===== src/rtl/vbc_pkg.sv =====
package vbc_pkg;

  typedef enum logic [1:0] {
    ST_SCALAR = 2'd0,
    ST_HDR    = 2'd1,
    ST_TBL    = 2'd2,
    ST_READY  = 2'd3
  } vbc_status_e;

  localparam int unsigned ST_W    = 2;
  localparam int unsigned ILEN_W  = 3;
  localparam int unsigned PLEN_W  = 2;
  localparam int unsigned RLEN_W  = 2;
  localparam int unsigned HDR1_W  = 16;
  localparam logic [ILEN_W-1:0] ILEN_EXT = 3'b111;

endpackage


===== src/rtl/vbc_fsm.sv =====
module vbc_fsm
  import vbc_pkg::*;
(
  input  logic        clk,
  input  logic        rst_n,
  input  logic        hdr_valid,
  input  logic        vl_done,
  input  logic        tbl_done,
  input  logic        trap,
  input  logic        blk_exit,
  input  logic        reg_ld,
  input  logic [ST_W-1:0] reg_status,
  output vbc_status_e status,
  output logic        hdr_go
);

  vbc_status_e st_q;
  vbc_status_e st_d;
  logic        st_en;

  assign hdr_go = (st_q == ST_SCALAR) && hdr_valid && !blk_exit && !reg_ld;

  always_comb begin
    st_d  = st_q;
    st_en = 1'b0;
    if (blk_exit) begin
      st_d  = ST_SCALAR;
      st_en = 1'b1;
    end else if (reg_ld) begin
      st_d  = vbc_status_e'(reg_status);
      st_en = 1'b1;
    end else begin
      unique case (st_q)
        ST_SCALAR: if (hdr_valid) begin st_d = ST_HDR;   st_en = 1'b1; end
        ST_HDR:    if (vl_done)   begin st_d = ST_TBL;   st_en = 1'b1; end
        ST_TBL:    if (tbl_done)  begin st_d = ST_READY; st_en = 1'b1; end
        ST_READY:  if (trap)      begin st_d = ST_TBL;   st_en = 1'b1; end
        default:   begin st_d = ST_SCALAR; st_en = 1'b1; end
      endcase
    end
  end

  always_ff @(posedge clk or negedge rst_n) begin
    if (!rst_n) begin
      st_q <= ST_SCALAR;
    end else if (st_en) begin
      st_q <= st_d;
    end
  end

  assign status = st_q;

  // header is taken only out of the scalar state
  assert_hdr_capture_R2: assert property (@(posedge clk) disable iff (!rst_n)
    hdr_go |=> (st_q == ST_HDR));

  // length setup completion advances to table loading
  assert_tbl_step_R4: assert property (@(posedge clk) disable iff (!rst_n)
    (st_q == ST_HDR && vl_done && !blk_exit && !reg_ld) |=> (st_q == ST_TBL));

  // a trap after table load rewinds to the loading phase
  assert_trap_rewind_R5: assert property (@(posedge clk) disable iff (!rst_n)
    (st_q == ST_READY && trap && !blk_exit && !reg_ld) |=> (st_q == ST_TBL));

  // a register write sets status regardless of progress pulses
  assert_reg_wins_R10: assert property (@(posedge clk) disable iff (!rst_n)
    (reg_ld && !blk_exit) |=> (st_q == $past(reg_status)));

endmodule


===== src/rtl/vbc_immchk.sv =====
module vbc_immchk
  import vbc_pkg::*;
#(
  parameter int unsigned OFS_W = 5
) (
  input  logic             clk,
  input  logic             rst_n,
  input  logic             imm_we,
  input  logic             blk_exit,
  input  vbc_status_e      status,
  input  logic [OFS_W-1:0] imm_val,
  input  logic [OFS_W:0]   limit,
  output logic             accept,
  output logic             jump_q,
  output logic             illegal_q
);

  logic in_range;
  logic live;
  logic reject;
  logic jump_d;
  logic ill_d;

  assign in_range = ({1'b0, imm_val} < limit);
  assign live     = imm_we && !blk_exit;
  assign accept   = live && (status == ST_READY) && in_range;
  assign reject   = live && !((status == ST_READY) && in_range);

  always_comb begin
    jump_d = accept;
    ill_d  = reject;
  end

  always_ff @(posedge clk or negedge rst_n) begin
    if (!rst_n) begin
      jump_q    <= 1'b0;
      illegal_q <= 1'b0;
    end else begin
      jump_q    <= jump_d;
      illegal_q <= ill_d;
    end
  end

  // the two flags never coincide
  assert_flag_excl_R7: assert property (@(posedge clk) disable iff (!rst_n)
    !(jump_q && illegal_q));

  // an immediate write outside the loaded state is illegal
  assert_notready_ill_R7: assert property (@(posedge clk) disable iff (!rst_n)
    (imm_we && !blk_exit && status != ST_READY) |=> illegal_q);

  // a jump is only granted from the loaded state
  assert_jump_needs_ready_R6: assert property (@(posedge clk) disable iff (!rst_n)
    jump_q |-> ($past(status) == ST_READY));

endmodule


===== src/rtl/vbc_fields.sv =====
module vbc_fields
  import vbc_pkg::*;
#(
  parameter int unsigned OFS_W = 5,
  parameter int unsigned H2_W  = 16,
  localparam int unsigned FLD_W = 1 + ILEN_W + PLEN_W + RLEN_W + 1 + H2_W + OFS_W,
  localparam int unsigned HDR_W = HDR1_W + H2_W
) (
  input  logic             clk,
  input  logic             rst_n,
  input  logic             clr,
  input  logic             reg_ld,
  input  logic [FLD_W-1:0] reg_val,
  input  logic             hdr_go,
  input  logic [HDR_W-1:0] hdr_word,
  input  logic             ofs_ld,
  input  logic [OFS_W-1:0] ofs_val,
  output logic [FLD_W-1:0] fld_q
);

  localparam int unsigned H2_LSB = OFS_W;

  logic              vlset_q, vlset_d;
  logic [ILEN_W-1:0] ilen_q, ilen_d;
  logic [PLEN_W-1:0] plen_q, plen_d;
  logic [RLEN_W-1:0] rlen_q, rlen_d;
  logic              mode_q, mode_d;
  logic [H2_W-1:0]   h2_q, h2_d;
  logic [OFS_W-1:0]  ofs_q, ofs_d;
  logic              ctx_en;
  logic              ofs_en;

  logic [ILEN_W-1:0] hdr_ilen;
  assign hdr_ilen = hdr_word[3:1];

  always_comb begin
    vlset_d = vlset_q;
    ilen_d  = ilen_q;
    plen_d  = plen_q;
    rlen_d  = rlen_q;
    mode_d  = mode_q;
    h2_d    = h2_q;
    ofs_d   = ofs_q;
    ctx_en  = 1'b0;
    ofs_en  = 1'b0;
    if (clr) begin
      {vlset_d, ilen_d, plen_d, rlen_d, mode_d, h2_d, ofs_d} = '0;
      ctx_en = 1'b1;
      ofs_en = 1'b1;
    end else if (reg_ld) begin
      {vlset_d, ilen_d, plen_d, rlen_d, mode_d, h2_d, ofs_d} = reg_val;
      ctx_en = 1'b1;
      ofs_en = 1'b1;
    end else if (hdr_go) begin
      vlset_d = hdr_word[0];
      ilen_d  = hdr_ilen;
      plen_d  = hdr_word[5:4];
      rlen_d  = hdr_word[7:6];
      mode_d  = hdr_word[8];
      h2_d    = (hdr_ilen == ILEN_EXT) ? hdr_word[HDR1_W +: H2_W] : '0;
      ofs_d   = '0;
      ctx_en  = 1'b1;
      ofs_en  = 1'b1;
    end else if (ofs_ld) begin
      ofs_d  = ofs_val;
      ofs_en = 1'b1;
    end
  end

  always_ff @(posedge clk or negedge rst_n) begin
    if (!rst_n) begin
      vlset_q <= 1'b0;
      ilen_q  <= '0;
      plen_q  <= '0;
      rlen_q  <= '0;
      mode_q  <= 1'b0;
      h2_q    <= '0;
    end else if (ctx_en) begin
      vlset_q <= vlset_d;
      ilen_q  <= ilen_d;
      plen_q  <= plen_d;
      rlen_q  <= rlen_d;
      mode_q  <= mode_d;
      h2_q    <= h2_d;
    end
  end

  always_ff @(posedge clk or negedge rst_n) begin
    if (!rst_n) begin
      ofs_q <= '0;
    end else if (ofs_en) begin
      ofs_q <= ofs_d;
    end
  end

  assign fld_q = {vlset_q, ilen_q, plen_q, rlen_q, mode_q, h2_q, ofs_q};

  // a short header leaves the second-header field empty
  assert_h2_gate_R3: assert property (@(posedge clk) disable iff (!rst_n)
    (hdr_go && !clr && !reg_ld && hdr_ilen != ILEN_EXT) |=> (fld_q[H2_LSB +: H2_W] == '0));

  // header capture resets the offset pointer
  assert_hdr_ofs_R2: assert property (@(posedge clk) disable iff (!rst_n)
    (hdr_go && !clr && !reg_ld) |=> (fld_q[OFS_W-1:0] == '0));

endmodule


===== src/rtl/vbc_top.sv =====
module vbc_top
  import vbc_pkg::*;
#(
  parameter int unsigned OFS_W = 5,
  parameter int unsigned H2_W  = 16,
  localparam int unsigned FLD_W = 1 + ILEN_W + PLEN_W + RLEN_W + 1 + H2_W + OFS_W,
  localparam int unsigned REG_W = ST_W + FLD_W,
  localparam int unsigned HDR_W = HDR1_W + H2_W
) (
  input  logic             clk,
  input  logic             rst_n,
  input  logic             hdr_valid,
  input  logic [HDR_W-1:0] hdr_word,
  input  logic             vl_done,
  input  logic             tbl_done,
  input  logic             trap,
  input  logic             blk_exit,
  input  logic             csr_we,
  input  logic             csr_imm,
  input  logic [REG_W-1:0] csr_wdata,
  input  logic [OFS_W:0]   blk_limit,
  output logic [REG_W-1:0] ctx_reg,
  output logic             jump_req,
  output logic [OFS_W-1:0] jump_ofs,
  output logic             illegal
);

  localparam int unsigned ST_LSB = FLD_W;

  vbc_status_e      status;
  logic             hdr_go;
  logic             reg_ld;
  logic             imm_we;
  logic             accept;
  logic [FLD_W-1:0] fld_q;

  assign reg_ld = csr_we && !csr_imm;
  assign imm_we = csr_we && csr_imm;

  vbc_fsm u_fsm (
    .clk        (clk),
    .rst_n      (rst_n),
    .hdr_valid  (hdr_valid),
    .vl_done    (vl_done),
    .tbl_done   (tbl_done),
    .trap       (trap),
    .blk_exit   (blk_exit),
    .reg_ld     (reg_ld),
    .reg_status (csr_wdata[ST_LSB +: ST_W]),
    .status     (status),
    .hdr_go     (hdr_go)
  );

  vbc_immchk #(.OFS_W(OFS_W)) u_immchk (
    .clk       (clk),
    .rst_n     (rst_n),
    .imm_we    (imm_we),
    .blk_exit  (blk_exit),
    .status    (status),
    .imm_val   (csr_wdata[OFS_W-1:0]),
    .limit     (blk_limit),
    .accept    (accept),
    .jump_q    (jump_req),
    .illegal_q (illegal)
  );

  vbc_fields #(.OFS_W(OFS_W), .H2_W(H2_W)) u_fields (
    .clk      (clk),
    .rst_n    (rst_n),
    .clr      (blk_exit),
    .reg_ld   (reg_ld),
    .reg_val  (csr_wdata[FLD_W-1:0]),
    .hdr_go   (hdr_go),
    .hdr_word (hdr_word),
    .ofs_ld   (accept),
    .ofs_val  (csr_wdata[OFS_W-1:0]),
    .fld_q    (fld_q)
  );

  assign ctx_reg  = {status, fld_q};
  assign jump_ofs = fld_q[OFS_W-1:0];

  // block exit wipes the word and both flags
  assert_exit_clears_R9: assert property (@(posedge clk) disable iff (!rst_n)
    blk_exit |=> (ctx_reg == '0 && !jump_req && !illegal));

  // a register write is taken whole and raises no flag
  assert_reg_load_R8: assert property (@(posedge clk) disable iff (!rst_n)
    (reg_ld && !blk_exit) |=> (ctx_reg == $past(csr_wdata) && !jump_req && !illegal));

  // an accepted offset is what the jump targets
  assert_jump_target_R6: assert property (@(posedge clk) disable iff (!rst_n)
    jump_req |-> (jump_ofs == $past(csr_wdata[OFS_W-1:0])));

endmodule


===== config.mk =====
export PLATFORM = sky130hd
export DESIGN_NAME = vbc_top
export DESIGN_NICKNAME = d
export VERILOG_FILES = /design/src/rtl/vbc_pkg.sv /design/src/rtl/vbc_fsm.sv /design/src/rtl/vbc_immchk.sv /design/src/rtl/vbc_fields.sv /design/src/rtl/vbc_top.sv
export SDC_FILE = /design/constraint.sdc
export NUM_CORES = 1
export LEC_CHECK = 0
export BUFFER_PORTS_ARGS = -buffer_cell sky130_fd_sc_hd__buf_2
export CORE_MARGIN = 2
export CORE_UTILIZATION = 45
export DETAILED_ROUTE_END_ITERATION = 12
export PLACE_DENSITY = 0.85
export SETUP_SLACK_MARGIN = 0.3
export SKIP_CTS_REPAIR_TIMING = 1
export SYNTH_ARGS = -nofsm -noshare
export SYNTH_HDL_FRONTEND = slang
export SYNTH_SLANG_ARGS = --single-unit
export TNS_END_PERCENT = 10

===== constraint.sdc =====
create_clock -name clk -period 2.65 [get_ports clk]
set_clock_uncertainty 0.1 [all_clocks]
set_input_delay 0.1325 -clock clk [delete_from_list [all_inputs] [get_ports clk]]
set_output_delay 0.1325 -clock clk [all_outputs]
set_load 0.05 [all_outputs]

==> results.sh <==
export IMPL_status="finished clean"
export IMPL_worstMarginPinSlew_ns=1.046
export IMPL_htreeDepth=2
export IMPL_drt_iter0_markers=69
export IMPL_grt_pass1_vias=1612
export IMPL_rsz0062_at_grt="no"
export IMPL_final_common_cell="buf_2"
export IMPL_seq_area_frac_synth_pct=48.33
export IMPL_r2r_end="u_fields.ilen_q[1]"
export IMPL_grt_pass1_wl_um=7155
export IMPL_wl_per_cell_um=12.98
export IMPL_cts_tree="yes"
export IMPL_fp_dieW_um=66.55
export IMPL_final_antenna_net_count=0
export IMPL_hold_path_end="u_fields.ofs_q[0]"
export IMPL_yosysWarnings=0
export IMPL_end_kind="register"
export IMPL_startpoint_type="register"
export IMPL_timing_critical_path_fanout_max=27
export IMPL_drt_total_wl_um=4308
export IMPL_rows=22
export IMPL_hold_path_class="input pin to register"
export IMPL_multi_input_comb_area_um2=763.2
export IMPL_worstRegToRegCells=5
export IMPL_ir_worst_vdd_v=0.0003819
export IMPL_cap_violations=0
export IMPL_max_freq_ghz=0.5313
export IMPL_min_delay_start="csr_wdata[0]"
export IMPL_cts_buffers=5
export IMPL_grt_usage_pct=20.93
export IMPL_finalMaxSlewViolations=0
export IMPL_cts_root_buf="clkbuf_8"
export IMPL_regToRegSetupSlack_ns=0.77
export IMPL_reg2reg_from="u_fsm.status[0]"
export IMPL_synth_cell_area_mm2=0.001760
export IMPL_area_sequential_um2=850.8
export IMPL_setup_viol=0
export IMPL_place_congestion=0.7615
export IMPL_clk_path_buf_depth=2
export IMPL_synth_top_family_by_area="compound AO/OA/AOI/OAI gates"
export IMPL_critical_path_top_delay_family="compound AO/OA/AOI/OAI gates"
export IMPL_buffer_ports_inserted=110
export IMPL_fin_ws_ns=0.7679
export IMPL_synth_simple_area_share_pct=10.87
export IMPL_synth_net_count=263
export IMPL_yosys_mux_area_fraction_pct=7.960
export IMPL_fin_crit_ns=1.882
export IMPL_synth_area_per_cell_um2=9.780
export IMPL_synth_compound_area_share_pct=21.68
export IMPL_mostFrequentLayoutCells="buf_2, dfrtp_1, nand2_1"
export IMPL_cpPeakStageDelay_ns=0.54
export IMPL_dieArea_mm2=0.004428
export IMPL_synth_cell_types=30
export IMPL_clkSinkCount=34
export IMPL_cp_cell_sequence="inv_2 > a311oi_4 > buf_4 > nand2_1 > o31ai_1"
export IMPL_fin_tns_setup_ns=0
export IMPL_initial_utilization_pct=47.37
export IMPL_worstPathArrival_ns=1.95
export IMPL_antenna_found_initial=0
export IMPL_clk_latency_ns=0.27
export IMPL_synthToLayoutAreaGrowth_pct=35.25
export IMPL_die_h_um=66.55
export IMPL_grt_ovfl_total=0
export IMPL_min_period_over_period_pct=71.02
export IMPL_powerDensity_mw_per_mm2=580.5
export IMPL_yosys_register_bits=34
export IMPL_antenna_cells=0
export IMPL_nFillCells=325
export IMPL_num_vias=1675
export IMPL_cp_num_buf_inv=2
export IMPL_grt_max_degree=35
export IMPL_slew_headroom_pct=29.99
export IMPL_critPathKind="register to register"
export IMPL_ioPinCount=118
export IMPL_vias_per_cell=5.045
export IMPL_place_ws_ns=0.7024
export IMPL_dp_hpwl_um=3357
export IMPL_crit_required_ns=2.72
export IMPL_drtPass1Iterations=4
export IMPL_syn_inst=180
export IMPL_nNetsFinal=367
export IMPL_finalHoldViolCount=0
export IMPL_post_synth_fa_ha_maj_area_fraction_pct=2.843
export IMPL_hold_path_cell_count=3
export IMPL_fin_util_pct=64.07
export IMPL_synth_xor_xnor_area_share_pct=0
export IMPL_slowest_stage="a311oi_4"
export IMPL_clk_pin_slew_ns=0.07
export IMPL_leakage_nw=1.279
export IMPL_design_core_area_mm2=0.003716
export IMPL_drc=0
export IMPL_layout_drive_gt1_share_pct=43.66
[metal layers]
| layer | global-route usage, % | vias to the layer above | routed length, um |
|---|---|---|---|
| met5 | 0 | - | 0 |
| met3 | 4.054 | 4 | 249 |
| li1 | - | 840 | - |
| met4 | 6.633 | 0 | 49 |
| met1 | 24.11 | 764 | 1740 |
| met2 | 38.63 | 67 | 2269 |
[layout make-up]
type / instances / area share, %
flip-flops and latches: 34 / 35.73
well taps: 48 / 2.522
multi-input cells: 117 / 32.05
clock buffers: 5 / 2.890
clock inverters: 2 / 0.4204
repair buffers: 114 / 24.49
inverters: 12 / 1.892
[worst register-to-register path, cell delays in order, from the launching register on]
cell and delay, ns:
dfrtp_1 0.48, inv_2 0.10, a311oi_4 0.54, buf_4 0.38
nand2_1 0.11, o31ai_1 0.08
[worst max path at each step]
| stage | from | slack (ns) | cells past startpoint | endpoint |
|---|---|---|---|---|
| after floorplan | u_fsm.status[0] | 0.69 | 6 | u_fields.h2_q[0] |
| after global placement | csr_wdata[3] | 0.75 | 6 | u_fields.ofs_q[0] |
| after detailed placement | csr_wdata[3] | 0.70 | 6 | u_fields.ofs_q[3] |
| after CTS | u_fsm.status[0] | 0.76 | 5 | u_fields.ilen_q[1] |
| after global routing | u_fsm.status[0] | 0.61 | 5 | u_fields.h2_q[6] |
| final | u_fsm.status[0] | 0.77 | 5 | u_fields.ilen_q[1] |
[sequential cells by signal (all words and copies together), names as in the netlist]
| signal | cells |
|---|---|
| u_fields.mode_q | 1 |
| u_fsm.status | 2 |
| u_fields.ilen_q | 3 |
| u_fields.h2_q | 16 |
| u_fields.plen_q | 2 |
| u_fields.ofs_q | 5 |
| u_fields.rlen_q | 2 |
| u_immchk.illegal_q | 1 |
| u_immchk.jump_q | 1 |
| u_fields.vlset_q | 1 |
[cell usage after synthesis, drive strengths merged]
cell type	instances	area, um2
a211oi	2	15.01
a21oi	2	10.01
a221oi	1	8.760
a22oi	17	127.6
a311oi	1	26.28
a31oi	1	6.260
buf	15	93.84
clkbuf	2	7.510
dfrtp	34	850.8
ha	4	50.05
inv	12	45.04
mux2i	14	140.1
nand2	31	116.4
nand2b	1	6.260
nand3	2	10.01
nand4b	1	8.760
nor2	5	18.77
nor2b	2	15.02
nor3	2	10.01
o21ai	18	90.08
o22ai	1	6.260
o31ai	10	80.07
o41a	1	11.26
or2	1	6.260
[kinds of logic after synthesis]
kind of cell | Yosys count
AOI/OAI and AO/OA | 54
adders and majority gates | 4
buffers and inverters | 29
DFF | 34
muxes | 14
and+or+nand+nor | 45
[power by group]
part	internal (mW)	leakage, nW	switching (mW)	total, mW
combinational	0.129	0.782	0.316	0.446
sequential	0.561	0.454	0.0271	0.588
clock	0.176	0.0438	0.172	0.348
[metrics by stage]
stage	hold WS, ns	std cells	area, um2	total power, mW
detailed placement	0.1479	324	2292	1.046
finish	0.008509	332	2381	1.382
CTS	-0.1507	331	2371	1.400
floorplan	-0.2631	180	1760	0.9179
global route	0.01182	332	2381	1.456
global placement	0.1422	324	2292	1.038
(Power assumes the default switching activity.)
